$ cat config.mk
export PLATFORM = sky130hd
export DESIGN_NAME = ser_div_loader
export DESIGN_NICKNAME = d
export VERILOG_FILES = /design/src/rtl/ser_div_loader.sv
export SDC_FILE = /design/constraint.sdc
export NUM_CORES = 1
export LEC_CHECK = 0
export ABC_AREA = 1
export BUFFER_PORTS_ARGS = -buffer_cell sky130_fd_sc_hd__buf_2
export CAP_MARGIN = 30
export CORE_MARGIN = 2
export CORE_UTILIZATION = 55
export CTS_CLUSTER_DIAMETER = 60
export DETAILED_ROUTE_END_ITERATION = 7
export MAX_ROUTING_LAYER = met4
export PLACE_DENSITY = 0.78
export SLEW_MARGIN = 20
export SYNTH_ARGS = -nofsm -noshare
export SYNTH_HDL_FRONTEND = slang
export SYNTH_SLANG_ARGS = --single-unit
$ cat constraint.sdc
create_clock -name clk -period 1.2 [get_ports clk]
set_input_delay 0.24 -clock clk [delete_from_list [all_inputs] [get_ports clk]]
set_output_delay 0.24 -clock clk [all_outputs]
set_load 0.03 [all_outputs]
$ cat src/rtl/ser_div_loader.sv
module ser_div_loader #(
  parameter int SR_W      = 19,
  parameter int R_W       = 14,
  parameter int A_W       = 7,
  parameter int N_W       = 11,
  parameter int MIN_RATIO = 3
) (
  input  logic           clk,
  input  logic           rst_n,
  input  logic           ser_data,
  input  logic           ser_clk,
  input  logic           ser_le,
  output logic [R_W-1:0] ref_ratio,
  output logic           pre_sel,
  output logic           phase_pol,
  output logic           ld_sel,
  output logic           cp_sel,
  output logic [A_W-1:0] swallow,
  output logic [N_W-1:0] main_div,
  output logic           ref_valid,
  output logic           div_valid,
  output logic           ratio_err
);
  localparam int MODE_LO = R_W + 1;
  localparam int N_LO    = A_W + 1;

  logic            data_q, sclk_q, sclk_qq, le_q, le_qq;
  logic [SR_W-1:0] sreg;
  logic            shift_en, latch_en;

  assign shift_en = sclk_q & ~sclk_qq;
  assign latch_en = le_q & ~le_qq;

  always_ff @(posedge clk or negedge rst_n) begin
    if (!rst_n) begin
      data_q  <= 1'b0;
      sclk_q  <= 1'b0;
      sclk_qq <= 1'b0;
      le_q    <= 1'b0;
      le_qq   <= 1'b0;
    end else begin
      data_q  <= ser_data;
      sclk_q  <= ser_clk;
      sclk_qq <= sclk_q;
      le_q    <= ser_le;
      le_qq   <= le_q;
    end
  end

  always_ff @(posedge clk or negedge rst_n) begin
    if (!rst_n)        sreg <= '0;
    else if (shift_en) sreg <= {sreg[SR_W-2:0], data_q};
  end

  always_ff @(posedge clk or negedge rst_n) begin
    if (!rst_n) begin
      ref_ratio <= '0;
      pre_sel   <= 1'b0;
      phase_pol <= 1'b0;
      ld_sel    <= 1'b0;
      cp_sel    <= 1'b0;
      ref_valid <= 1'b0;
      swallow   <= '0;
      main_div  <= '0;
      div_valid <= 1'b0;
    end else if (latch_en) begin
      if (sreg[0]) begin
        ref_ratio <= sreg[R_W:1];
        pre_sel   <= sreg[MODE_LO];
        phase_pol <= sreg[MODE_LO+1];
        ld_sel    <= sreg[MODE_LO+2];
        cp_sel    <= sreg[MODE_LO+3];
        ref_valid <= 1'b1;
      end else begin
        swallow   <= sreg[A_W:1];
        main_div  <= sreg[N_LO+N_W-1:N_LO];
        div_valid <= 1'b1;
      end
    end
  end

  assign ratio_err = (ref_valid && (ref_ratio < R_W'(MIN_RATIO))) ||
                     (div_valid && (main_div  < N_W'(MIN_RATIO)));
endmodule

# Word-level counts from Yosys, hierarchy flattened
# Cells that the tools add are included.
# W data, S select, Z words.
# classes
n_bitwise,5
n_reduce_logical,5
n_lt_le_gt_ge,2
# ops
cell,n
$lt A14 B2 Y1 const B,1
$lt A11 B2 Y1 const B,1
$reduce_and A2 Y1,2
$not A1 Y1,3
$and A1 B1 Y1,2
$logic_and A1 B1 Y1,2
$logic_or A1 B1 Y1,1
# totals
inputBits,5
output_inout_bits,39
reg_bits,62
word_cells,27

# Depth between registers and ports, before layout
# Gate-level depths: netlist (run 1).
# logic_depth
depth_word,3
mapped_depth,6
ltp_nobuf,5

# Worst setup path after synthesis (run 1)
# No wires, ideal clock.
# synth_timing
kind,flip-flop to output port
startpoint,reg div_valid
endpoint,out ratio_err
path_stages_with_launch,6
path_buffers,0
t_arrival_ns,1.032
t_required_ns,0.960
slack_ns,-0.072
cell_sequence,dfrtp_1 -> inv_1 -> nor2_1 -> and2_0 -> nand2_1 -> nand2_1
# synth_between
elab_chain_cells,2
# synth_lines
item,line_no,source
from (decl),21,"output logic div_valid,"
from (signal assigned),65,div_valid <= 1'b0;
from (signal assigned),77,div_valid <= 1'b1;
$logic_and A1 B1 Y1,83,(div_valid && (main_div < N_W'(MIN_RATIO)));
$logic_or A1 B1 Y1,82,assign ratio_err = (ref_valid && (ref_ratio < R_W'(MIN_RATIO))) ||
to (decl),22,output logic ratio_err
# No other way between the ends.

# Worst setup path in the final report (run 1)
# layout_timing
startpoint,reg main_div[6]
endpoint,out ratio_err
# layout_between
elab_chain_cells,3
# layout_lines
item,line_no,source
from (decl),19,"output logic [N_W-1:0] main_div,"
from (signal assigned),76,main_div <= sreg[N_LO+N_W-1:N_LO];
$lt A11 B2 Y1,83,
$logic_and A1 B1 Y1,83,
$logic_or A1 B1 Y1,82,
# No other way between the ends.

==> impl_metrics.tcl, run 1 <==
set metrics [dict create \
    status "finished with violations" \
    violations "setup timing" \
    setup_viol 20 \
    dr_wl_met3_um 208 \
    first_iter_violations 120 \
    maxSlewViolCount 0 \
    wl_met1_um 2330 \
    portBuffers 43 \
    max_slew_margin 0.728 \
    final_common_cell "nand2_1" \
    clock.fmax_mhz 645 \
    hold_violations 0 \
    gr-total-overflow 0 \
    fin_crit_sh 1.29 \
    grt_pass1_wl_um 8470 \
    rr_startpoint "sreg[0]$_DFFE_PN0P_" \
    worst_ep_required_time_ps 960 \
    drt-total-wl_um 5080 \
    drt-wirelength-per-cell_um 13.6 \
    cp.arrival_ps 1310 \
    rows 24 \
    antenna_found_initial 0 \
    ant_nets 0 \
    min_period_ps 1550 \
    final_cell_mix "nand2_1, dfrtp_1, buf_6, o21ai_2" \
    die_h_um 71.5 \
    grt_pass1_vias 1792 \
    design_area_sq_mm 0.00344 \
    synth_area_sq_mm 0.00250 \
    grt_util_all_layers 0.230 \
    clkTransAtPathRegs_ps 70 \
    p_leak_nw 1.72 \
    synth_top_area_frac 0.620 \
    place_hpwl_um 3200 \
    synth_area_leader_cell "dfrtp_1" \
    cts_buffer_depth 2 \
    wl_met2_um 2420 \
    cp_top_family "simple AND/OR/NAND/NOR gates" \
    worst_setup_path_end_kind "primary output" \
    ys_top_cells_by_area "dfrtp_1, o21ai_2, nand2_1" \
    crit_chain "nor2_1 -> nand2_1 -> nor2_1 -> nand2_1 -> nand2_2 -> buf_6" \
    fp.dieW_um 71.5 \
    crit_type "reg -> out" \
    synth-seq-cells 62 \
    dieArea_sq_mm 0.00511 \
    synth.yosys.warnings 0 \
    rsz0062_at_grt "yes" \
    cts_root_buffer "clkbuf_8" \
    r2r-end "swallow[1]$_DFFE_PN0P_" \
    worst_pin_slew_ps 407 \
    num-nets-final 322 \
    viasPerCell 4.91 \
    drive_gt1_frac 0.429 \
    seq_area_frac_synth 0.620 \
    crit_slowest_cell "dfrtp_1" \
    r2r_setup_slack_ps 150 \
    post-place-ws_ps -25.8 \
    cp_max_fo 2 \
    highest_layer "met4" \
    hold_class "in -> async" \
    dr.pass1.iters 4 \
    cp-start-kind "flip-flop" \
    peakVddDrop_mv 1.08 \
    worst-path-buf-inv 1 \
    slowest_delay_ps 390 \
    initial_utilization 0.571 \
    num_antenna_cells 0 \
    powerDensity_mw_per_mm2 1960 \
    synth_cell_types 14 \
    drc 0 \
    setup_slack_ps -351 \
    cts_num_sinks 62 \
    crit_start "main_div[6]$_DFFE_PN0P_" \
    r2r_cells 5 \
    grt_max_degree 39 \
    finClkSkew_ps 6.73 \
    maxCapViolations 0 \
    synth_fp_nets 241 \
    ioPinCount 44 \
    synth_cells 236 \
    place_congestion 0.753 \
    cts_tree "done" \
    cts_buffers 9 \
    place_area_sq_mm 0.00294 \
    clock_latency_ps 340 \
    area_growth_pct 37.6 \
    htree_num_levels 3 \
    syn_area_per_cell_sq_um 10.6 \
    vias 1838 \
    coreArea_sq_mm 0.00438 \
]
-- cell usage after synthesis --
| cell type | number |
|---|---|
| a21oi_1 | 1 |
| and2_0 | 1 |
| buf_4 | 2 |
| buf_6 | 7 |
| clkbuf_1 | 1 |
| dfrtp_1 | 62 |
| inv_1 | 22 |
| inv_2 | 1 |
| nand2_1 | 66 |
| nand2_2 | 2 |
| nand3_4 | 2 |
| nor2_1 | 15 |
| o21ai_0 | 18 |
| o21ai_2 | 36 |
-- report_power, final --
group | internal (W) | switching, W | total (W)
Clock | 0.00106 | 0.000779 | 0.00184
Sequential | 0.00244 | 0.000213 | 0.00265
Combinational | 0.000960 | 0.00130 | 0.00226
Total | 0.00446 | 0.00229 | 0.00675
-- logic make-up (layout without fill, tap and decap cells) --
| group | Yosys count | in the layout | synth area share |
|---|---|---|---|
| AOI/OAI and AO/OA | 55 | 55 | 0.164 |
| buffers and inverters | 33 | 119 | 0.0735 |
| DFF | 62 | 62 | 0.620 |
| and+or+nand+nor | 86 | 86 | 0.143 |
-- cell type report --
cell class | count | area (sq um)
flip-flops and latches | 62 | 1550
fillers | 281 | 940
multi-input cells | 141 | 778
repair buffers | 80 | 761
clock buffers | 12 | 155
inverters | 23 | 86.3
well taps | 52 | 65.1
clock inverters | 4 | 45.0
-- repair_timing --
action,in CTS,in global routing
hold buffers,4,0
pin swaps,1,0
hold endpoints to repair,17,0
buffers inserted,5,10
cloned,0,0
gates resized for setup,57,9
endpoints found under the setup margin,20,21
-- routing by layer --
layer	global-route usage	vias to the layer above
met2	0.343	41
met3	0.0534	11
met1	0.297	874
met4	0.119	0
li1	-	912
met5	-	-
-- flip-flops by register name, indices dropped and copies added, names as in the netlist, 7 cells and up --
name and cells:
main_div 11, sreg 19, swallow 7, ref_ratio 14
-- through the flow --
stage	setup TNS [ps]	utilization	total power (W)	hold slack, ps	std cells
2_1_floorplan	0	-	0.00390	-55.6	236
3_3_place_gp	-8.94	0.671	0.00451	187	346
3_5_place_dp	-25.8	0.671	0.00456	185	346
4_1_cts	-1090	0.771	0.00670	354	367
5_1_grt	-1880	0.786	0.00710	390	374
6_report	-1170	0.786	0.00675	354	374
-- worst register-to-register path: cells and delay by family, from the launching register on --
family	cells	cell delay, ps
compound gates	1	50
buf+inv	2	300
flops	1	410
simple gates	2	180
-- how the worst max path moves through the flow --
| stage | endpoint | slack, ps | cells after the start |
|---|---|---|---|
| final | ratio_err | -350 | 6 |
| after CTS | ratio_err | -350 | 6 |
| after global routing | ratio_err | -410 | 6 |
| after detailed placement | ratio_err | -30 | 6 |
| after floorplan | ratio_err | 4 | 5 |
| after global placement | ratio_err | -9 | 6 |
(Power assumes the default switching activity.)
==> run 2: changes to the inputs <==
Settings changed: RECOVER_POWER set to 50.
==> run 2 against run 1 <==
Critical path type unchanged; worst hold slack lost 15 ps; via count is 0.27% higher; non-clock buffer count is the same; flip-flop and latch count is the same; the run still ends with setup timing left; sequential power about the same; cell count unchanged; sequential share of layout area up 0.50 points; global-route usage stayed put; combinational power is essentially flat; clock power about the same; cell area fell by 1.1%; register-to-register slack worse by 70 ps.
==> impl_metrics.tcl, run 2 (synthesis gave the netlist of run 1 again) <==
set metrics [dict create \
    status "finished with violations" \
    violations "setup timing" \
    crit_type "reg -> out" \
    coreArea_sq_mm 0.00438 \
    place_hpwl_um 3200 \
    hold_violations 0 \
    grt_pass1_wl_um 8470 \
    powerDensity_mw_per_mm2 1980 \
    r2r_setup_slack_ps 80 \
    setup_slack_ps -348 \
    clkTransAtPathRegs_ps 70 \
    clock.fmax_mhz 646 \
    htree_num_levels 3 \
    final_common_cell "nand2_1" \
    worst_ep_required_time_ps 960 \
    num-nets-final 322 \
    r2r_cells 4 \
    peakVddDrop_mv 1.08 \
    clock_latency_ps 340 \
    setup_viol 20 \
    place_area_sq_mm 0.00294 \
    drc 0 \
    worst_setup_path_end_kind "primary output" \
    drive_gt1_frac 0.429 \
    gr-total-overflow 0 \
    portBuffers 43 \
    antenna_found_initial 0 \
    design_area_sq_mm 0.00341 \
    place_congestion 0.753 \
    final_cell_mix "nand2_1, dfrtp_1, buf_6, o21ai_2, inv_1" \
    maxSlewViolCount 0 \
    initial_utilization 0.571 \
    dr.pass1.iters 4 \
    setup_tns_ps -1130 \
    rows 24 \
    reg_top3 "sreg: 19 flops, ref_ratio: 14 flops, main_div: 11 flops" \
    p_leak_nw 1.71 \
    fp.dieW_um 71.5 \
    viasPerCell 4.93 \
    hold_class "in -> async" \
    drt-wirelength-per-cell_um 13.5 \
    grt_pass1_vias 1792 \
    ant_nets 0 \
    rsz0062_at_grt "yes" \
    largest_reg_flops 19 \
    finalPower_w 0.00673 \
    cts_tree "done" \
    worst_pin_slew_ps 374 \
    area_growth_pct 36.1 \
    hold_slack_ps 339 \
    finClkSkew_ps 7.46 \
    first_iter_violations 109 \
    ioPinCount 44 \
    maxCapViolations 0 \
    regMostFlops "sreg" \
    cp_max_fo 2 \
    fin_crit_sh 1.29 \
    drt-total-wl_um 5060 \
    cts_num_sinks 62 \
    grt_max_degree 39 \
    num_antenna_cells 0 \
    cp.arrival_ps 1310 \
    vias 1843 \
    grt_util_all_layers 0.230 \
    max_slew_margin 0.751 \
    cts_root_buffer "clkbuf_8" \
    cp-start-kind "flip-flop" \
    cts_buffers 9 \
    dieArea_sq_mm 0.00511 \
    min_period_ps 1550 \
    fin_util 0.777 \
    die_h_um 71.5 \
    cts_buffer_depth 2 \
]
[run 2: cell count changes in the layout (fill, tap and decap cells not counted)]
cell / change
buf_12: -3
clkbuf_4: +2
buf_2: -1
buf_4: +1
clkbuf_2: +1
[run 2: timing repair]
action | 4_1_cts | 5_1_grt
hold endpoints to repair | 17 | 0
hold buffers | 4 | 0
resized for setup | 57 | 9
gates cloned | 0 | 0
pin swaps | 1 | 0
setup buffers | 5 | 10
endpoints found under the setup margin | 20 | 21
[run 2: final timing paths]
check / to / start
setup reg to reg: sreg[10]$_DFFE_PN0P_ / sclk_q$_DFF_PN0_
max in group asynchronous: sclk_qq$_DFF_PN0_ / rst_n
hold reg to reg: sclk_qq$_DFF_PN0_ / sclk_q$_DFF_PN0_
setup / recovery: ratio_err / main_div[6]$_DFFE_PN0P_
min in group clk: sclk_qq$_DFF_PN0_ / sclk_q$_DFF_PN0_
hold / removal: ref_ratio[13]$_DFFE_PN0P_ / rst_n
[run 2: stage by stage]
| stage | instances | setup slack [ps] |
|---|---|---|
| after floorplan | 236 | 4.04 |
| after global placement | 346 | -8.94 |
| after detailed placement | 346 | -25.8 |
| after CTS | 367 | -345 |
| after global routing | 374 | -411 |
| final | 374 | -348 |
[run 2: layout make-up]
type / count / area [sq um]
clock inverter: 4 / 45.0
multi-input combinational: 141 / 778
timing repair buffer: 80 / 723
clock buffer: 12 / 155
fill: 287 / 977
sequential: 62 / 1550
tap: 52 / 65.1
inverter: 23 / 86.3
[run 2: report_power, final]
group | switching [W] | internal, W
Clock | 0.000777 | 0.00106
Combinational | 0.00130 | 0.000946
Sequential | 0.000213 | 0.00244
[run 2: critical path, stage by stage (launching register included)]
cell and delay (ps):
dfrtp_1 390, nor2_1 160, nand2_1 80, nor2_1 90, nand2_1 70, nand2_2 70
buf_6 120
[run 2: per-layer routing]
| layer | GRT usage | part of all wire | vias to the layer above | wire length [um] |
|---|---|---|---|---|
| li1 | - | - | 915 | - |
| met1 | 0.297 | 0.46 | 874 | 2330 |
| met2 | 0.343 | 0.48 | 44 | 2410 |
| met3 | 0.0534 | 0.041 | 10 | 206 |
| met4 | 0.119 | 0.022 | 0 | 110 |
| met5 | - | 0 | - | 0 |
